===== src/rtl/lu_pkg.sv =====
package lu_pkg;
  typedef enum logic [2:0] {
    ST_RESET    = 3'd0,
    ST_PHY_WAIT = 3'd1,
    ST_DETECT   = 3'd2,
    ST_RETRY    = 3'd3,
    ST_GO_P0    = 3'd4,
    ST_POLLING  = 3'd5
  } lu_state_e;

  typedef enum logic [1:0] {
    PD_P0  = 2'b00,
    PD_P0S = 2'b01,
    PD_P1  = 2'b10,
    PD_P2  = 2'b11
  } pd_e;

  localparam logic [3:0] REQ_RESET    = 4'b0000;
  localparam logic [2:0] RXST_PRESENT = 3'b011;
endpackage


===== src/rtl/lu_cycle_timer.sv =====
module lu_cycle_timer #(
  parameter int LIMIT = 16
) (
  input  logic clk,
  input  logic rst_n,
  input  logic clr,
  input  logic en,
  output logic done
);
  localparam int CW = (LIMIT > 1) ? $clog2(LIMIT) : 1;
  localparam logic [CW-1:0] LAST = CW'(LIMIT - 1);

  logic [CW-1:0] cnt;

  assign done = (cnt == LAST);

  always_ff @(posedge clk or negedge rst_n) begin
    if (!rst_n)          cnt <= '0;
    else if (clr)        cnt <= '0;
    else if (en && !done) cnt <= cnt + 1'b1;
  end
endmodule


===== src/rtl/lu_status_merge.sv =====
module lu_status_merge #(
  parameter int LANES = 4
) (
  input  logic [LANES-1:0]   phy_status,
  input  logic [3*LANES-1:0] rx_status,
  output logic               status_all,
  output logic               status_any,
  output logic               rx_all_present
);
  logic [LANES-1:0] present;

  for (genvar i = 0; i < LANES; i++) begin : g_lane
    assign present[i] = (rx_status[3*i +: 3] == lu_pkg::RXST_PRESENT);
  end

  assign status_all     = &phy_status;
  assign status_any     = |phy_status;
  assign rx_all_present = &present;
endmodule


===== src/rtl/lu_lane_fanout.sv =====
module lu_lane_fanout #(
  parameter int LANES = 4
) (
  input  logic [1:0]         pd_cmd,
  input  logic               idle_cmd,
  input  logic               det_cmd,
  output logic [2*LANES-1:0] power_down,
  output logic [LANES-1:0]   tx_elec_idle,
  output logic [LANES-1:0]   tx_detect_rx
);
  for (genvar i = 0; i < LANES; i++) begin : g_lane
    assign power_down[2*i +: 2] = pd_cmd;
    assign tx_elec_idle[i]      = idle_cmd;
    assign tx_detect_rx[i]      = det_cmd;
  end
endmodule


===== src/rtl/linkup_sequencer.sv =====
module linkup_sequencer #(
  parameter int LANES        = 4,
  parameter int RETRY_CYCLES = 16,
  parameter int WDOG_CYCLES  = 64
) (
  input  logic                 clk,
  input  logic                 rst_n,
  input  logic [3:0]           state_req,
  input  logic [LANES-1:0]     phy_status,
  input  logic [3*LANES-1:0]   rx_status,
  output logic [2*LANES-1:0]   power_down,
  output logic [LANES-1:0]     tx_elec_idle,
  output logic [LANES-1:0]     tx_detect_rx,
  output logic [2:0]           cur_state,
  output logic                 rx_detected,
  output logic                 polling_entry,
  output logic                 wdog_err
);
  import lu_pkg::*;

  lu_state_e state, nxt;
  logic st_all, st_any, rx_ok;
  logic retry_done, wd_done, waiting;
  logic [1:0] pd_cmd;
  logic rxdet_q, wderr_q;

  lu_status_merge #(.LANES(LANES)) u_merge (
    .phy_status(phy_status), .rx_status(rx_status),
    .status_all(st_all), .status_any(st_any), .rx_all_present(rx_ok)
  );

  lu_cycle_timer #(.LIMIT(RETRY_CYCLES)) u_retry (
    .clk(clk), .rst_n(rst_n),
    .clr(state != ST_RETRY), .en(state == ST_RETRY), .done(retry_done)
  );

  assign waiting = (state == ST_DETECT) || (state == ST_GO_P0);

  lu_cycle_timer #(.LIMIT(WDOG_CYCLES)) u_wdog (
    .clk(clk), .rst_n(rst_n),
    .clr(!waiting || st_all), .en(waiting), .done(wd_done)
  );

  always_comb begin
    nxt = state;
    if (state_req == REQ_RESET) begin
      nxt = ST_RESET;
    end else begin
      case (state)
        ST_RESET:    nxt = ST_PHY_WAIT;
        ST_PHY_WAIT: if (!st_any) nxt = ST_DETECT;
        ST_DETECT:   if (st_all) nxt = rx_ok ? ST_GO_P0 : ST_RETRY;
        ST_RETRY:    if (retry_done) nxt = ST_DETECT;
        ST_GO_P0:    if (st_all) nxt = ST_POLLING;
        ST_POLLING:  nxt = ST_POLLING;
        default:     nxt = ST_RESET;
      endcase
    end
  end

  always_ff @(posedge clk or negedge rst_n) begin
    if (!rst_n) begin
      state   <= ST_RESET;
      rxdet_q <= 1'b0;
      wderr_q <= 1'b0;
    end else begin
      state <= nxt;
      if (nxt == ST_RESET)
        rxdet_q <= 1'b0;
      else if (state == ST_DETECT && st_all && rx_ok)
        rxdet_q <= 1'b1;
      if (nxt == ST_RESET)
        wderr_q <= 1'b0;
      else if (waiting && wd_done && !st_all)
        wderr_q <= 1'b1;
    end
  end

  assign pd_cmd = (state == ST_GO_P0 || state == ST_POLLING) ? PD_P0 : PD_P1;

  lu_lane_fanout #(.LANES(LANES)) u_fan (
    .pd_cmd(pd_cmd),
    .idle_cmd(state != ST_POLLING),
    .det_cmd(state == ST_DETECT),
    .power_down(power_down),
    .tx_elec_idle(tx_elec_idle),
    .tx_detect_rx(tx_detect_rx)
  );

  assign cur_state     = state;
  assign rx_detected   = rxdet_q;
  assign polling_entry = (state == ST_POLLING);
  assign wdog_err      = wderr_q;

  AST_REQ_ABORT: assert property (@(posedge clk) disable iff (!rst_n)
    (state_req == REQ_RESET) |=> (cur_state == ST_RESET));

  AST_WAIT_PHY_HOLD: assert property (@(posedge clk) disable iff (!rst_n)
    (cur_state == ST_PHY_WAIT && st_any) |=> (tx_detect_rx == '0));

  AST_DETECT_DROP: assert property (@(posedge clk) disable iff (!rst_n)
    (cur_state == ST_DETECT && st_all && rx_ok && state_req != REQ_RESET)
    |=> (rx_detected && tx_detect_rx == '0));

  AST_NO_REDETECT: assert property (@(posedge clk) disable iff (!rst_n)
    rx_detected |-> (tx_detect_rx == '0));

  AST_RETRY_QUIET: assert property (@(posedge clk) disable iff (!rst_n)
    (cur_state == ST_RETRY) |-> (tx_detect_rx == '0 && !rx_detected));

  AST_POLL_AFTER_ACK: assert property (@(posedge clk) disable iff (!rst_n)
    $rose(polling_entry) |-> $past(cur_state == ST_GO_P0 && st_all));

  AST_P0_BEFORE_POLL: assert property (@(posedge clk) disable iff (!rst_n)
    polling_entry |-> $past(power_down[1:0] == PD_P0));

  AST_IDLE_EARLY: assert property (@(posedge clk) disable iff (!rst_n)
    (tx_detect_rx[0] || cur_state == ST_PHY_WAIT) |-> (tx_elec_idle == '1));
endmodule


===== config.mk =====
export PLATFORM = sky130hd
export DESIGN_NAME = linkup_sequencer
export DESIGN_NICKNAME = d
export VERILOG_FILES = /design/src/rtl/lu_pkg.sv /design/src/rtl/lu_cycle_timer.sv /design/src/rtl/lu_status_merge.sv /design/src/rtl/lu_lane_fanout.sv /design/src/rtl/linkup_sequencer.sv
export SDC_FILE = /design/constraint.sdc
export NUM_CORES = 1
export LEC_CHECK = 0
export BUFFER_PORTS_ARGS = -buffer_cell sky130_fd_sc_hd__buf_2
export CORE_MARGIN = 2
export CORE_UTILIZATION = 46
export CTS_CLUSTER_SIZE = 20
export DETAILED_ROUTE_END_ITERATION = 8
export GPL_ROUTABILITY_DRIVEN = 1
export GPL_TIMING_DRIVEN = 0
export PLACE_DENSITY_LB_ADDON = 0.05
export SETUP_SLACK_MARGIN = 0.3
export SYNTH_ARGS = -nofsm -noshare
export SYNTH_HDL_FRONTEND = slang
export SYNTH_SLANG_ARGS = --single-unit

===== constraint.sdc =====
create_clock -name clk -period 1.75 [get_ports clk]
set_input_delay 0.35 -clock clk [delete_from_list [all_inputs] [get_ports clk]]
set_output_delay 0.35 -clock clk [all_outputs]
set_load 0.01 [all_outputs]

**Word-level counts from Yosys, hierarchy flattened**

Cells that the tools add are included.

- Reductions and logical operators: 23
- Eq/ne operators: 13
- Shifts and indexed selects: 0
- Magnitude comparators: 0
- Bitwise gates (word level): 0
- Multiply operators: 0
- Add/sub/neg operators: 2
- Div/mod/pow operators: 0
- Muxes and demuxes: 16

Operators by type and width:

| operator | number |
|---|---|
| equality test 3 x 2 -> 1 bit, second input constant | 6 |
| 2-to-1 mux 3 bit | 6 |
| case mux 3 bit (6 select lines) | 1 |
| 2-to-1 mux 6 bit | 2 |
| 2-to-1 mux 4 bit | 2 |
| AND reduction 4 bit | 2 |
| nonzero test 2 bit | 4 |
| adder 6 x 1 -> 6 bit, second input constant | 1 |
| equality test 3 bit, second input constant | 2 |
| equality test 6 bit, second input constant | 1 |
| logical AND 1 bit | 6 |
| zero test 3 bit | 2 |
| adder 4 x 1 -> 4 bit, second input constant | 1 |
| equality test 4 bit, second input constant | 1 |
| zero test 1 bit | 4 |
| zero test 4 bit | 1 |
| 2-to-1 mux 1 bit | 4 |
| OR reduction 4 bit | 1 |
| equality test 3 x 1 -> 1 bit, second input constant | 1 |
| logical OR 1 bit | 3 |
| != test 3 x 2 -> 1 bit, second input constant | 1 |
| != test 3 bit, second input constant | 1 |
| 2-to-1 mux 2 bit | 1 |

- Logic and storage cells: 59
- Memories: 0
- Register bits: 15
- Bits in writable memories: 0
- ROM bits: 0
- Bits in latches: 0

**Longest topological paths before layout**

- Word-level depth: 8
- Mapped depth: 5
- Depth with buffers taken out: 5

**By module**

From an unflattened synthesis, not the netlist that was laid out.

- Cell total of the unflattened synthesis: 118
- Area, all modules: 1073.5 um^2

By module, submodules not included:

| module | area an instance (um^2) | cells an instance | times used |
|---|---|---|---|
| lu_cycle_timer at u_wdog | 380.4 | 39 | 1 |
| linkup_sequencer | 292.8 | 37 | 1 |
| lu_cycle_timer at u_retry | 229.0 | 20 | 1 |
| lu_lane_fanout | 120.1 | 16 | 1 |
| lu_status_merge | 51.3 | 6 | 1 |

**Worst setup path after synthesis**

OpenSTA, ideal clock, no wires.

- Path kind: register -> output
- Start: reg state[1], in the netlist cur_state[1]
- End: out tx_elec_idle[0]
- Data arrival time: 1161 ps
- Setup slack: 239 ps
- Cell stages (with the launch flop): 5
- Required time: 1400 ps
- Path buffers: 1
- Cell sequence: dfrtp_1 nand2b_4 nor2_1 inv_1 buf_4

- Longest elaborated chain between the ends: 1

Ends and longest elaborated chain:

| what | RTL line | source |
|---|---|---|
| start: declaration | linkup_sequencer.sv:21 | `lu_state_e state, nxt;` |
| start signal: assignment | linkup_sequencer.sv:67 | `state <= nxt;` |
| != test 3 bit | linkup_sequencer.sv:83 | `.idle_cmd(state != ST_POLLING),` |
| end: declaration | linkup_sequencer.sv:12 | `output logic [LANES-1:0] tx_elec_idle,` |

No other way between the ends.

**Worst setup path after layout**

Same ends and word-level chain as after synthesis.

==> impl_metrics.yaml <==
grt:
  antenna_found_initial: 0
  grt_overflow: 0
  grtUsageTotal: 0.202
  grt_pass1_vias: 883
  grt_max_degree: 16
  grt_pass1_wl_mm: 3.94
route:
  drt-initial-drc-count: 9
  routed_wl_mm: 2.46
  viasPerCell: 4.84
  ant_nets: 0
  wl_per_cell_um: 12.7
  first_pass_iters: 4
  via_count: 939
  drc: 0
place:
  dp_hpwl_mm: 1.52
  dp.cells: 170
  gp_congestion: 0.736
  portBuffers: 39
worst_setup_path:
  crit_chain: "nand2b_4 > nor2_4 > inv_4 > buf_6 > buf_6"
  cp.arrival_ns: 1.30
  start_kind: "flip-flop"
  endpoint_kind: "primary output"
  path_max_fanout: 4
  cp_data_required_time_ns: 1.40
  critPathBufInv: 3
  cp_top_family: "flip-flops"
  crit_path_frequent_cell: "buf_6"
  cpMaxStageDelayCell: "dfrtp_2"
  slowest_delay_ns: 0.43
  crit_type: "flip-flop to primary output"
synthesis:
  synth_area_leaders: "dfrtp_1 (39%), buf_4 (12%), nor2_1 (4.7%)"
  async_flop_share: 1.00
  synth_seq_cells: 15
  synthFlopType: "dfrtp_1"
  ys.warnings.count: 0
  netlist_area_sq_um: 967
  ys_types: 32
  yosys.area.top_type: "dfrtp_1"
  yosys.area.top_type_share: 0.388
  synth-edff-count: 0
  synth_cells: 101
  yosysSeqAreaShare: 0.388
  syn_avg_cell_area_sq_um: 9.58
cts:
  root_buffer: "clkbuf_4"
  cts.htree.levels: 1
  insertion_delay_ns: 0.28
  cts.sinks: 15
  clkTransAtPathRegs_ns: 0.10
  numCtsBuffers: 3
  clockBufferDepth: 2
  cts_tree: "yes"
floorplanning:
  rows: 16
  fp.dieH_um: 49.9
  start_util: 0.488
  dieArea_sq_um: 2490
  io_pins: 44
  core-area_sq_um: 1980
  die_x_um: 49.9
sta:
  clock.fmax_mhz: 607
  finalCritPeriodShare: 0.941
  setup_viol: 0
  hold_violations: 0
  slew_violations: 0
  grt_setup_unrepaired: "true"
  period_needed_ns: 1.65
  tns_ns: 0
  finClkSkew_ns: 0.00525
cells_and_area:
  fin_cells: 194
  fin_nets: 192
  final_cell_mix: "buf_2 (29), buf_6 (22), buf_4 (21)"
  area_delta_synth_final_pct: 62.9
  layout_commonest_cell: "buf_2"
  n_antenna_cell: 0
  drive_gt1_frac: 0.581
  postLayoutCoreUtil: 0.795
power:
  peakVddDrop_mv: 0.775
  leakage_uw: 0.000792
  powerDensity_nw_per_um2: 994
status:
  status: "finished clean"
job:
  cap_violations: 0
min_path:
  hold_path_class: "input port to flip-flop"
==> power breakdown <==
part           total, uW  internal [uW]  switching (uW)
clock network        198           86.5             112
logic                893            529             364
registers            475            408            67.1
==> cells by family (layout without fill, tap and decap cells) <==
family          count (synthesis)  in the layout  synth area share
compound gates                 14             14             0.118
xor+xnor                        2              2            0.0181
fa+ha+maj                       2              2            0.0259
buf+inv                        18             81             0.145
flops                          15             15             0.388
mux                             2              2            0.0207
other cells                     1              4           0.00388
simple gates                   47             47             0.281
==> layer usage <==
layer	routed length, um	part of all wire	track usage
met4	10	0.0041	0.0417
met5	0	0	0
met3	96	0.039	0.0333
met1	1040	0.42	0.248
met2	1310	0.53	0.369
==> registers in the layout, summed over array words and instances, names as in the netlist <==
signal and count:
u_retry.cnt 4, cur_state 3, u_wdog.cnt 6, wdog_err 1, rx_detected 1
==> per-stage QoR <==
step	power (uW)	hold slack (ns)	cell area, sq um	setup slack [ns]
2_1_floorplan	890	0.0544	981	0.318
3_3_place_gp	1030	0.268	1210	0.232
3_5_place_dp	1050	0.269	1210	0.196
4_1_cts	1340	0.454	1410	0.103
5_1_grt	1690	0.443	1580	0.0505
6_report	1570	0.465	1580	0.102
==> worst reg2reg max path, stage by stage (launching register included) <==
cell and delay, ns:
dfrtp_2 0.45, nand2b_4 0.17, buf_4 0.13, buf_4 0.13, a211o_4 0.37, a31oi_4 0.15, o21a_1 0.13
==> timing repair <==
item	in CTS	in global routing
gates resized for setup	20	19
endpoints found under the setup margin	14	21
pin swaps	2	6
setup buffers	10	9
endpoints found under the hold margin	15	0
hold buffers	1	0
==> final cells by class <==
cell class | instances | area [sq um]
plain buffers | 16 | 163
repair buffers | 59 | 438
fillers | 139 | 407
inverters | 2 | 10.0
flip-flops and latches | 15 | 378
clock buffers | 3 | 22.5
well taps | 27 | 33.8
multi-input cells | 71 | 523
clock inverters | 1 | 7.51
==> synthesized netlist by cell type (all sizes together), types with 3 or more instances <==
library cell	instances
and3	3
o21a	5
nand3	5
nand2	7
nand2b	3
dfrtp	15
nor3b	3
buf	16
a31oi	3
nor3	5
nor2	12
==> path summary, 6_finish.rpt <==
check                                  startpoint                         end  slack (ns)  depth (start not counted)
hold reg to reg              wdog_err$_DFFE_PN0P_        wdog_err$_DFFE_PN0P_        0.50                          1
setup / recovery           cur_state[1]$_DFF_PN0_             tx_elec_idle[0]        0.10                          5
min in group asynchronous                   rst_n  u_retry.cnt[1]$_DFFE_PN0P_        0.49                          2
max in group asynchronous                   rst_n      cur_state[2]$_DFF_PN0_        1.01                          2
hold / removal                       state_req[2]      cur_state[1]$_DFF_PN0_        0.47                          3
setup reg to reg           cur_state[2]$_DFF_PN0_   u_wdog.cnt[3]$_DFFE_PN0P_        0.17                          6
(Power assumes the default switching activity.)
